===== src/rtl/bfr_pkg.sv =====
package bfr_pkg;
   typedef enum logic [1:0] {
      ST_IDLE  = 2'd0,
      ST_READ  = 2'd1,
      ST_WRITE = 2'd2,
      ST_DONE  = 2'd3
   } bfr_state_e;

   typedef enum logic {
      FORM_DISP   = 1'b0,
      FORM_REGIND = 1'b1
   } bfr_form_e;
endpackage


===== src/rtl/bfr_ea_calc.sv =====
module bfr_ea_calc #(
   parameter int ADDR_W = 32,
   parameter int DISP_W = 16,
   parameter int BREG_W = 32,
   parameter int BIT_W  = 3
) (
   input  logic              form,
   input  logic [ADDR_W-1:0] base,
   input  logic [DISP_W-1:0] disp,
   input  logic [BIT_W-1:0]  bit_imm,
   input  logic [BREG_W-1:0] bit_reg,
   output logic [ADDR_W-1:0] ea,
   output logic [BIT_W-1:0]  bit_sel
);
   import bfr_pkg::*;

   logic [ADDR_W-1:0] disp_ext;

   generate
      if (BREG_W < BIT_W) begin : g_bad_breg
         $error("bfr_ea_calc: BREG_W narrower than BIT_W");
      end
      if (DISP_W < ADDR_W) begin : g_sext
         assign disp_ext = {{(ADDR_W-DISP_W){disp[DISP_W-1]}}, disp};
      end else begin : g_trunc
         assign disp_ext = disp[ADDR_W-1:0];
      end
   endgenerate

   always_comb begin
      if (bfr_form_e'(form) == FORM_REGIND) begin
         ea      = base;
         bit_sel = bit_reg[BIT_W-1:0];
      end else begin
         ea      = base + disp_ext;
         bit_sel = bit_imm;
      end
   end
endmodule


===== src/rtl/bfr_bit_toggle.sv =====
module bfr_bit_toggle #(
   parameter int DATA_W = 8,
   parameter int BIT_W  = 3
) (
   input  logic [DATA_W-1:0] byte_in,
   input  logic [BIT_W-1:0]  sel,
   output logic [DATA_W-1:0] byte_out,
   output logic              new_bit
);
   generate
      for (genvar i = 0; i < DATA_W; i++) begin : g_lane
         assign byte_out[i] = byte_in[i] ^ (sel == BIT_W'(i));
      end
   endgenerate

   assign new_bit = ~byte_in[sel];
endmodule


===== src/rtl/bfr_seq.sv =====
module bfr_seq (
   input  logic clk,
   input  logic rst_n,
   input  logic req_valid,
   input  logic mem_ready,
   output logic accept,
   output logic rd_en,
   output logic wr_en,
   output logic rd_fire,
   output logic wr_fire,
   output logic busy,
   output logic done
);
   import bfr_pkg::*;

   bfr_state_e state_q, state_d;

   assign accept  = (state_q == ST_IDLE) && req_valid;
   assign rd_en   = (state_q == ST_READ);
   assign wr_en   = (state_q == ST_WRITE);
   assign rd_fire = rd_en && mem_ready;
   assign wr_fire = wr_en && mem_ready;
   assign busy    = (state_q != ST_IDLE);
   assign done    = (state_q == ST_DONE);

   always_comb begin
      state_d = state_q;
      case (state_q)
         ST_IDLE:  if (req_valid) state_d = ST_READ;
         ST_READ:  if (mem_ready) state_d = ST_WRITE;
         ST_WRITE: if (mem_ready) state_d = ST_DONE;
         default:  state_d = ST_IDLE;
      endcase
   end

   always_ff @(posedge clk) begin
      if (!rst_n) state_q <= ST_IDLE;
      else        state_q <= state_d;
   end
endmodule


===== src/rtl/bit_flip_rmw.sv =====
module bit_flip_rmw #(
   parameter int ADDR_W = 32,
   parameter int DATA_W = 8,
   parameter int DISP_W = 16,
   parameter int BREG_W = 32
) (
   input  logic              clk,
   input  logic              rst_n,
   input  logic              req_valid,
   input  logic              req_form,
   input  logic [ADDR_W-1:0] base_val,
   input  logic [DISP_W-1:0] disp_val,
   input  logic [$clog2(DATA_W)-1:0] bit_imm,
   input  logic [BREG_W-1:0] bit_reg,
   output logic              busy,
   output logic              done,
   output logic              z_flag,
   output logic [ADDR_W-1:0] mem_addr,
   output logic              mem_rd,
   input  logic [DATA_W-1:0] mem_rdata,
   output logic              mem_wr,
   output logic [DATA_W-1:0] mem_wdata,
   input  logic              mem_ready
);
   localparam int BIT_W = $clog2(DATA_W);

   generate
      if (DATA_W < 2 || (1 << BIT_W) != DATA_W) begin : g_bad_data
         $error("bit_flip_rmw: DATA_W must be a power of two >= 2");
      end
   endgenerate

   logic              accept, rd_fire, wr_fire;
   logic [ADDR_W-1:0] ea;
   logic [BIT_W-1:0]  bit_sel;
   logic [ADDR_W-1:0] ea_q;
   logic [BIT_W-1:0]  bit_q;
   logic [DATA_W-1:0] byte_q;
   logic [DATA_W-1:0] byte_new;
   logic              new_bit;
   logic              z_q;

   bfr_ea_calc #(
      .ADDR_W(ADDR_W), .DISP_W(DISP_W), .BREG_W(BREG_W), .BIT_W(BIT_W)
   ) u_ea (
      .form(req_form), .base(base_val), .disp(disp_val),
      .bit_imm(bit_imm), .bit_reg(bit_reg), .ea(ea), .bit_sel(bit_sel)
   );

   bfr_bit_toggle #(.DATA_W(DATA_W), .BIT_W(BIT_W)) u_tog (
      .byte_in(byte_q), .sel(bit_q), .byte_out(byte_new), .new_bit(new_bit)
   );

   bfr_seq u_seq (
      .clk(clk), .rst_n(rst_n), .req_valid(req_valid), .mem_ready(mem_ready),
      .accept(accept), .rd_en(mem_rd), .wr_en(mem_wr),
      .rd_fire(rd_fire), .wr_fire(wr_fire), .busy(busy), .done(done)
   );

   always_ff @(posedge clk) begin
      if (!rst_n) begin
         ea_q   <= '0;
         bit_q  <= '0;
         byte_q <= '0;
         z_q    <= 1'b0;
      end else begin
         if (accept) begin
            ea_q  <= ea;
            bit_q <= bit_sel;
         end
         if (rd_fire) byte_q <= mem_rdata;
         if (wr_fire) z_q    <= new_bit;
      end
   end

   assign mem_addr  = ea_q;
   assign mem_wdata = byte_new;
   assign z_flag    = z_q;
endmodule


===== config.mk =====
export PLATFORM = sky130hd
export DESIGN_NAME = bit_flip_rmw
export DESIGN_NICKNAME = d
export VERILOG_FILES = /design/src/rtl/bfr_pkg.sv /design/src/rtl/bfr_ea_calc.sv /design/src/rtl/bfr_bit_toggle.sv /design/src/rtl/bfr_seq.sv /design/src/rtl/bit_flip_rmw.sv
export SDC_FILE = /design/constraint.sdc
export NUM_CORES = 1
export LEC_CHECK = 0
export BUFFER_PORTS_ARGS = -buffer_cell sky130_fd_sc_hd__buf_2
export CAP_MARGIN = 20
export CORE_MARGIN = 2
export CORE_UTILIZATION = 55
export DETAILED_ROUTE_END_ITERATION = 16
export GPL_TIMING_DRIVEN = 1
export PLACE_DENSITY_LB_ADDON = 0.25
export SLEW_MARGIN = 25
export SYNTH_ARGS = -nofsm -noshare
export SYNTH_HDL_FRONTEND = slang
export SYNTH_SLANG_ARGS = --single-unit

===== constraint.sdc =====
create_clock -name clk -period 6.2 [get_ports clk]
set_clock_uncertainty 0.2 [all_clocks]
set_input_delay 0.31 -clock clk [delete_from_list [all_inputs] [get_ports clk]]
set_output_delay 0.31 -clock clk [all_outputs]
set_load 0.02 [all_outputs]

==> key figures <==
Placed design
  – Placer Congestion: ~0.95
  – HPWL after DPL: 7350 um
  – IO Port Bufs: 111

Routing
  – Mean routed wirelength per cell: 14.8 um
  – DRT Wirelength: 9930 um
  – DRC: 0
  – Final antenna-violating net count: 0
  – Via density: 5.97
  – Vias: 4003
  – Drt initial violations: between 150 and 200
  – Detailed Routing Iterations Pass 1: 5

Finish
  – Commonest non-fill, non-tap cell in the layout: buf_2
  – ANT cells: 0
  – Most frequent cells in the layout: 110 x buf_2, 63 x a21oi_1, 51 x nand2_1, 46 x o21ai_0, 46 x dfxtp_1
  – Share of cells above drive strength 1: 0.219
  – Final #Nets: between 700 and 800
  – Finished Core Util: 0.661
  – Area grow syn2layout: 16.8%
  – Layout fillers: between 600 and 700

Critical path
  – Startpoint Class: primary input
  – Worst path slowest cell: a2111oi_4
  – CP delay by family, top: compound AO/OA/AOI/OAI gates
  – Worst R2R End: mem_addr[28]
  – CP arrival: 3070 ps
  – Crit path depth: 12
  – Reg-to-Reg Start: u_seq.state_q[0]
  – CP Max Fanout: 3
  – Kind of critical path: primary input to register
  – R2r setup slk: 3820 ps
  – Critical path's largest stage delay: between 400 and 500 ps
  – WP data required: 6150 ps
  – Buf/Inv on CP: 1
  – Crit path cell chain: buf_2, ha_1, fa_1, a21oi_1, o21ai_1, a2111oi_4, o21ai_2, a2111oi_4, o31ai_1, xor2_1, mux2i_1, a21oi_1
  – R2R cell count: 7
  – Worst setup EP type: register

Status
  – Status: finished, final reports clean

Synthesis
  – Main flop type after synthesis: dfxtp_1
  – Post-synth EDFFs: 0
  – Syn Area/Cell: 7.63 sq um
  – Sequential share of the synthesized area: 0.241
  – Yosys reg bits: 46
  – Ys async rst share: 0
  – Cell Area, Synth: 3820 sq um
  – Net Count, Synth: 634
  – Synth Instances: 501
  – Yosys warns: 0
  – Library cells used by synthesis: 52

Power
  – LEAKAGE: 2.04 nW
  – Power, Total: about 1.3 mW
  – Worst VDD drop: 139 uV
  – Pwr dens: slightly below 300 nW/um^2

CTS
  – Post_cts resized: 0
  – Post-CTS setup buffer count: 0
  – Worst-Skew Late Latency: 300 ps
  – Num CTS Buffers: 5
  – Root Driver: clkbuf_8
  – Clk sink count: 46
  – Clock buffer depth: 2
  – Hold-fix buffers, CTS: 0
  – H-tree levels: 2
  – Clock transition at path regs: 100 ps
  – CTS tree: built

Global routing
  – Initial antenna violation count: 0
  – GR Overflow Total: 0
  – Number of global-route vias before repair: 3724
  – First-pass GRT wire length: between 15000 and 20000 um
  – Overall Global Routing Usage: 0.261
  – Largest net degree at the start of global routing: 64

Floorplanning
  – Row Count: 30
  – Die X: 87.4 um
  – Core area: 6760 sq um
  – # IOs: 141
  – Overall die height: just under 90 um
  – Die ar.: 7630 sq um
  – Initial Utilization: 0.566

Min path
  – Min-Delay Path Class: primary input to register
  – Hold Path End: byte_q[3]
  – Hold_sp: mem_rdata[3]
  – Hold Path Cell Cnt: 3

Job
  – Max cap viols: 0

STA
  – Worst-Margin Slew: ~940 ps
  – Setup tns final: 0 ps
  – Tmin final: 3110 ps
  – Final period utilization: 0.502
  – Final Hold Viols: 0
  – Setup violations, final: 0
  – RSZ-0062 raised after global routing: no
  – Final hold slack: approximately 56 ps
  – Slew Viols, Final: 0
  – Max-slew headroom: 0.375
  – Max frequency: 321 MHz
## stage by stage
step | setup WS, ps | cell area, sq um | instances
6_report | 3090 | 4460 | 670
5_1_grt | 2910 | 4460 | 670
4_1_cts | 3090 | 4460 | 670
3_5_place_dp | 2780 | 4370 | 662
3_3_place_gp | 2810 | 4370 | 662
2_1_floorplan | 3160 | 3820 | 501
## cell usage after synthesis, drive strengths merged (3+ instances only)
cell      n  share of area
o21bai    3         0.0059
and3      3         0.0049
nor3      7         0.0092
ha       36           0.12
a21o      9          0.018
xnor2    18          0.041
nand3b    4         0.0079
nor3b     3         0.0059
or3       5         0.0082
o211a     3         0.0079
nor2     40          0.040
nor2b     3         0.0049
nand2b    4         0.0065
a211oi   11          0.023
a31oi     8          0.013
o31ai     4         0.0079
nand2    51          0.050
buf       5         0.0052
xor2     14          0.032
a21oi    63          0.082
mux2i     9          0.024
o21ai    48          0.064
inv      10         0.0098
a2111oi   3          0.017
nand4     6         0.0098
o221ai    3         0.0069
dfxtp    46           0.24
clkbuf   26          0.026
and2      4         0.0065
o211ai   13          0.026
nand3    19          0.025
## worst max-delay path by stage
stage / start / slack, ps / to
5_1_grt: base_val[0] / 2910 / mem_addr[26]
6_report: base_val[0] / 3090 / mem_addr[26]
3_5_place_dp: base_val[0] / 2780 / mem_addr[26]
2_1_floorplan: base_val[0] / 3160 / mem_addr[30]
4_1_cts: base_val[0] / 3090 / mem_addr[26]
3_3_place_gp: base_val[0] / 2810 / mem_addr[26]
## per-layer routing
layer / vias up / track usage / share of wire
met4: 0 / 0.0825 / 0.011
met2: 128 / 0.448 / 0.48
met3: 12 / 0.0265 / 0.045
met1: 1852 / 0.342 / 0.46
met5: - / 0 / 0
li1: 2011 / - / -
## cell type report
class                      instances  area (sq um)  share of cell area
clock buffer                       5          68.8              0.0154
clock inverter                     3          23.8             0.00533
sequential                        46           921               0.206
timing repair buffer             112           566               0.127
inverter                          11          41.3             0.00925
tap                               80           100              0.0224
multi-input combinational        413          2740               0.615
## logic make-up (layout without fill, tap and decap cells)
logic type / Yosys count / after routing / synth area share
AO/OA/AOI/OAI: 180 / 180 / 0.298
multiplexers: 12 / 12 / 0.0383
adder cells (fa/ha/maj): 37 / 37 / 0.123
XOR/XNOR: 32 / 32 / 0.0733
AND/OR/NAND/NOR: 152 / 152 / 0.185
buffers and inverters: 42 / 131 / 0.0416
flip-flops: 46 / 46 / 0.241
## worst register-to-register path, stage by stage, from the launching register on
cell,delay (ps)
dfxtp_1,370
inv_1,100
ha_1,200
nand2_1,420
nor2_1,640
nand3_1,150
nand4_1,130
a31oi_1,40
## where the power goes
group | internal [mW] | switching [mW]
combinational | 0.260 | 0.435
sequential | 0.376 | 0.0589
clock | 0.0810 | 0.117
## flip-flops by register name, indices dropped and copies added (netlist names)
register / count
u_seq.state_q: 2
bit_q: 3
mem_addr: 32
z_flag: 1
byte_q: 8
(Power assumes the default switching activity.)
